`src/rtl/keyport_pkg.sv`:
```
package keyport_pkg;
   typedef enum logic [2:0] {
      ST_IDLE   = 3'd0,
      ST_WAIT   = 3'd1,
      ST_LOAD   = 3'd2,
      ST_REJECT = 3'd3,
      ST_DONE   = 3'd4
   } kp_state_t;
endpackage

```
`src/rtl/keyport_sync.sv`:
```
module keyport_sync #(
   parameter int STAGES = 2
) (
   input  logic clk,
   input  logic din,
   output logic dout
);
   if (STAGES < 2) begin : g_bad_stages
      $error("keyport_sync: STAGES must be at least 2");
   end

   logic [STAGES-1:0] chain_q;

   always_ff @(posedge clk) begin
      chain_q <= {chain_q[STAGES-2:0], din};
   end

   assign dout = chain_q[STAGES-1];
endmodule

```
`src/rtl/keyport_edge.sv`:
```
module keyport_edge (
   input  logic clk,
   input  logic lvl,
   output logic rise
);
   logic prev_q;

   always_ff @(posedge clk) begin
      prev_q <= lvl;
   end

   assign rise = lvl & ~prev_q;
endmodule

```
`src/rtl/keyport_ctrl.sv`:
```
module keyport_ctrl
   import keyport_pkg::*;
#(
   parameter int HDR_W       = 4,
   parameter int FRAME_W     = 68,
   parameter int WAIT_CYCLES = 120
) (
   input  logic clk,
   input  logic rst_n,
   input  logic sdat,
   input  logic rise,
   output logic shift_o,
   output logic done_o,
   output logic arm_clr_o
);
   localparam int CNT_W  = $clog2(FRAME_W + 1);
   localparam int WCNT_W = $clog2(WAIT_CYCLES + 1);

   if (WAIT_CYCLES < 1) begin : g_bad_wait
      $error("keyport_ctrl: WAIT_CYCLES must be at least 1");
   end
   if (HDR_W < 1 || HDR_W >= FRAME_W) begin : g_bad_hdr
      $error("keyport_ctrl: HDR_W out of range");
   end

   kp_state_t          state_q;
   logic [CNT_W-1:0]   bcnt_q;
   logic [WCNT_W-1:0]  wcnt_q;
   logic               loading;
   logic               in_hdr;
   logic               hdr_bad;
   logic               last_bit;

   assign loading  = (state_q == ST_LOAD);
   assign in_hdr   = (bcnt_q < CNT_W'(HDR_W));
   assign last_bit = (bcnt_q == CNT_W'(FRAME_W - 1));
   assign hdr_bad  = rise & loading & in_hdr & sdat;

   assign shift_o   = rise & loading & ~in_hdr;
   assign done_o    = rise & loading & last_bit;
   assign arm_clr_o = ~rst_n & ~sdat;

   always_ff @(posedge clk) begin
      if (!rst_n) begin
         state_q <= sdat ? ST_IDLE : ST_WAIT;
         bcnt_q  <= '0;
         wcnt_q  <= '0;
      end else begin
         unique case (state_q)
            ST_WAIT: begin
               if (wcnt_q == WCNT_W'(WAIT_CYCLES - 1)) begin
                  state_q <= ST_LOAD;
               end else begin
                  wcnt_q <= wcnt_q + 1'b1;
               end
            end
            ST_LOAD: begin
               if (hdr_bad) begin
                  state_q <= ST_REJECT;
               end else if (rise) begin
                  if (last_bit) begin
                     state_q <= ST_DONE;
                  end
                  bcnt_q <= bcnt_q + 1'b1;
               end
            end
            ST_IDLE, ST_REJECT, ST_DONE: begin
               state_q <= state_q;
            end
            default: state_q <= ST_IDLE;
         endcase
      end
   end
endmodule

```
`src/rtl/keyport_store.sv`:
```
module keyport_store #(
   parameter int KEY_W            = 64,
   parameter bit HIDE_UNTIL_VALID = 1'b1
) (
   input  logic             clk,
   input  logic             clr,
   input  logic             shift,
   input  logic             din,
   input  logic             done,
   output logic [KEY_W-1:0] key_o,
   output logic             valid_o
);
   if (KEY_W < 2) begin : g_bad_key
      $error("keyport_store: KEY_W must be at least 2");
   end

   logic [KEY_W-1:0] key_q;
   logic             valid_q;

   always_ff @(posedge clk) begin
      if (clr) begin
         key_q   <= '0;
         valid_q <= 1'b0;
      end else begin
         if (shift) begin
            key_q <= {key_q[KEY_W-2:0], din};
         end
         if (done) begin
            valid_q <= 1'b1;
         end
      end
   end

   if (HIDE_UNTIL_VALID) begin : g_gated
      assign key_o = valid_q ? key_q : '0;
   end else begin : g_open
      assign key_o = key_q;
   end

   assign valid_o = valid_q;
endmodule

```
`src/rtl/keyport_loader.sv`:
```
module keyport_loader #(
   parameter int KEY_W       = 64,
   parameter int HDR_W       = 4,
   parameter int WAIT_CYCLES = 120,
   parameter int SYNC_STAGES = 2
) (
   input  logic             clk,
   input  logic             rst_n,
   input  logic             key_clk_i,
   input  logic             key_dat_i,
   output logic [KEY_W-1:0] key_o,
   output logic             key_valid_o
);
   localparam int FRAME_W = KEY_W + HDR_W;

   logic kclk_s;
   logic kdat_s;
   logic kclk_rise;
   logic key_shift;
   logic key_done;
   logic arm_clr;

   keyport_sync #(.STAGES(SYNC_STAGES)) u_sync_clk (
      .clk  (clk),
      .din  (key_clk_i),
      .dout (kclk_s)
   );

   keyport_sync #(.STAGES(SYNC_STAGES)) u_sync_dat (
      .clk  (clk),
      .din  (key_dat_i),
      .dout (kdat_s)
   );

   keyport_edge u_edge (
      .clk  (clk),
      .lvl  (kclk_s),
      .rise (kclk_rise)
   );

   keyport_ctrl #(
      .HDR_W       (HDR_W),
      .FRAME_W     (FRAME_W),
      .WAIT_CYCLES (WAIT_CYCLES)
   ) u_ctrl (
      .clk       (clk),
      .rst_n     (rst_n),
      .sdat      (kdat_s),
      .rise      (kclk_rise),
      .shift_o   (key_shift),
      .done_o    (key_done),
      .arm_clr_o (arm_clr)
   );

   keyport_store #(
      .KEY_W            (KEY_W),
      .HIDE_UNTIL_VALID (1'b1)
   ) u_store (
      .clk     (clk),
      .clr     (arm_clr),
      .shift   (key_shift),
      .din     (kdat_s),
      .done    (key_done),
      .key_o   (key_o),
      .valid_o (key_valid_o)
   );
endmodule

```
`config.mk`:
```
export PLATFORM = sky130hd
export DESIGN_NAME = keyport_loader
export DESIGN_NICKNAME = d
export VERILOG_FILES = /design/src/rtl/keyport_pkg.sv /design/src/rtl/keyport_sync.sv /design/src/rtl/keyport_edge.sv /design/src/rtl/keyport_ctrl.sv /design/src/rtl/keyport_store.sv /design/src/rtl/keyport_loader.sv
export SDC_FILE = /design/constraint.sdc
export NUM_CORES = 1
export LEC_CHECK = 0
export ABC_AREA = 1
export BUFFER_PORTS_ARGS = -buffer_cell sky130_fd_sc_hd__buf_2
export CAP_MARGIN = 20
export CORE_MARGIN = 3
export CORE_UTILIZATION = 52
export CTS_CLUSTER_DIAMETER = 80
export DETAILED_ROUTE_END_ITERATION = 8
export GPL_TIMING_DRIVEN = 0
export PLACE_DENSITY = 0.86
export SLEW_MARGIN = 40
export SYNTH_ARGS = -nofsm -noshare
export SYNTH_HDL_FRONTEND = slang
export SYNTH_SLANG_ARGS = --single-unit
```
`constraint.sdc`:
```
create_clock -name clk -period 1.7 [get_ports clk]
set_clock_uncertainty 0.15 [all_clocks]
set_input_delay 0.17 -clock clk [delete_from_list [all_inputs] [get_ports clk]]
set_output_delay 0.17 -clock clk [all_outputs]
set_load 0.005 [all_outputs]
```
==> summary.txt <==
Clock network
  – Worst-Skew Late Latency: 350 ps
  – H-tree depth: 3
  – Clock transition at the registers of the reported paths: 90 ps
  – Root buffer cell: clkbuf_8
  – CTS tree: built
  – Clk sink count: 87
  – Number of buffers created by CTS: 9
  – Clock tree buffer depth: 2

Global route
  – Total GRT Usage: 19.1%
  – Largest net degree at the start of global routing: 15
  – Total gr overflow: 0
  – Vias in the first global route: 3645
  – First-pass GRT wire length: 16.2 mm
  – Initial antenna violation count: 0

Finish
  – Register area: 1780 sq um
  – Multi-input logic area: 2280 sq um
  – Fillers: 697
  – Share of cells above drive strength 1: 38.7%
  – Nets@finish: around 670
  – N_diodes: 0
  – Util after Layout: between 60% and 70%
  – Layout area overhead: 17.6%
  – Most common cell after layout, fill and taps aside: nand2_1
  – Highest-count cells in the layout ignoring fill and taps: nand2_1, inv_1, dfxtp_1

Synthesis
  – Syn Inst Count: a little under 600
  – Cell variety after synth: 31
  – Warnings, synthesis: 0
  – Cell Area, Synth: about 4700 sq um
  – Synth Register Bits: 87
  – Syn Area/Cell: 7.97 sq um
  – Sequential area share after synthesis: 38.1%
  – Syn_nets: 590

Detailed routing
  – Drt total wl: between 9 and 10 mm
  – Via/cell ratio: between 5 and 6
  – Post-route ant nets: 0
  – WL/cell: around 13 microns
  – First-pass iteration count of the detailed router: 5
  – # DRC: 0
  – Routed via count: 3971
  – DR iter-0 viols: 242

STA
  – WHS: 14.5 ps
  – Fmax achieved: 0.601 GHz
  – RSZ-0062 raised after global routing: true
  – Post-layout min period: about 1700 ps
  – Final Cycle Share: a little over nine tenths
  – Hold Vio Cnt, Final: 0
  – Slew Limit Headroom: 53.0%
  – Final setup violation count: 0
  – Least-Margin Pin Slew: a little over 700 ps
  – Slew Limit Fails: 0

Critical path
  – Critical path class: reg -> out
  – Crit end category: output port
  – Required time of the critical path: roughly 1400 ps
  – Arrival time at the worst endpoint: 1340 ps
  – Critical path fanouts, max: 10
  – Crit path launch type: flip-flop

Power and ir drop
  – Peak supply drop: 0.602 mV
  – Lkg Pwr: between 2 and 3 nW
  – Pwr Density: around 760 nW/um^2

Outcome
  – Status: completed

Worst hold path
  – Hold crit path type: in -> reg

Flow run
  – Max Cap Viol: 0

Die
  – Initial cell density of the core: 55.0%
  – Chip width: 101 microns
  – Core Rows: 33
  – # IOs: 69
  – Core Footprint: 8460 sq um
  – Die H: a little over 100 microns
  – Die Area: 10100 sq um

Place
  – Port Buffers: 67
  – Routability cong.: 0.843
  – Dpl hpwl: between 6 and 7 mm
area by class of cell:
class	instances	area share, %
plain buffers	36	6.31
well taps	105	2.40
inverters	93	6.42
clock inverters	4	0.937
multi-input cells	368	41.6
repair buffers	71	6.83
flip-flops and latches	87	32.5
clock buffers	12	3.04
worst paths after layout:
kind	start	endpoint	slack [ps]	cells past startpoint
max	u_store.valid_o$_SDFFE_PP0P_	key_o[53]	40	5
min	rst_n	u_ctrl.bcnt_q[2]$_SDFFE_PN0P_	10	3
max reg2reg	u_ctrl.state_q[2]$_SDFFCE_PN0P_	u_ctrl.state_q[2]$_SDFFCE_PN0P_	60	6
min reg2reg	u_sync_clk.chain_q[0]$_DFF_P_	u_sync_clk.chain_q[1]$_DFF_P_	170	0
metal layers:
metal	share of wire [%]	vias up	GRT usage [%]	wire (microns)
met3	4.7	8	3.81	460
li1	-	1984	-	-
met5	0	-	0	0
met1	45	1880	24.9	4390
met4	0.73	0	4.97	72
met2	50	99	32.4	4910
power breakdown:
group	internal, mW	switching, mW
registers	2.12	0.0541
logic	0.149	0.305
clock network	0.810	0.736
cell usage after synthesis:
master	instances	area (sq um)
dfxtp_1	84	1680
inv_4	1	6.26
nand4_1	7	43.8
clkbuf_4	3	22.5
nand3b_1	3	22.5
clkbuf_1	4	15.0
nand3_1	12	60.1
clkbuf_2	1	5.00
a21boi_0	1	7.51
a21oi_1	17	85.1
inv_1	90	338
nand2_1	174	653
buf_1	6	22.5
o21ai_0	7	35.0
buf_4	11	82.6
nand2_2	1	6.26
a21oi_2	60	526
buf_12	7	140
o21bai_1	1	7.51
nor2_1	12	45.0
ha_1	2	25.0
nor2_4	3	33.8
nand2_4	1	11.3
nor2_2	2	12.5
nand3_2	61	611
nand3_4	1	17.5
nor3_1	1	5.00
edfxtp_1	3	90.1
buf_2	4	20.0
inv_2	2	7.51
xor2_1	2	17.5
what timing repair did:
action / CTS / global route
buffers inserted: 1 / 1
endpoints found under the setup margin: 58 / 79
gates cloned: 0 / 0
hold endpoints to repair: 2 / 0
pin swaps: 0 / 3
hold buffers: 2 / 0
resized for setup: 16 / 20
logic make-up after synthesis:
kind of cell	after synthesis	synth area share [%]
fa+ha+maj	2	0.537
xor+xnor	2	0.376
compound gates	86	14.2
buf+inv	129	14.2
simple gates	278	32.7
flops	87	38.1
registers in the layout, indices dropped and copies added, names as in the netlist:
signal and flops:
u_ctrl.bcnt_q 7, u_ctrl.state_q 3, u_ctrl.wcnt_q 7, u_edge.prev_q 1
u_store.key_q 64, u_store.valid_o 1, u_sync_clk.chain_q 2, u_sync_dat.chain_q 2
worst max-delay path: stages (launching register included):
cell      delay (ps)
dfxtp_2          380
clkbuf_8         180
buf_4            190
nand2_1           70
inv_1             60
buf_2            100
metrics by stage:
| step | setup TNS [ps] | cells | worst slack (ps) | instance area, sq um | power, mW |
|---|---|---|---|---|---|
| after CTS | 0 | 775 | 3.30 | 5400 | 4.15 |
| after detailed placement | -1410 | 756 | -117 | 5120 | 2.61 |
| after global placement | -2450 | 756 | -171 | 5120 | 2.59 |
| final | 0 | 776 | 35.5 | 5480 | 4.18 |
| after floorplan | 0 | 584 | 49.6 | 4660 | 2.52 |
| after global routing | -73.5 | 776 | -22.4 | 5480 | 4.34 |
Note: power is estimated with default switching activity, not from simulation.
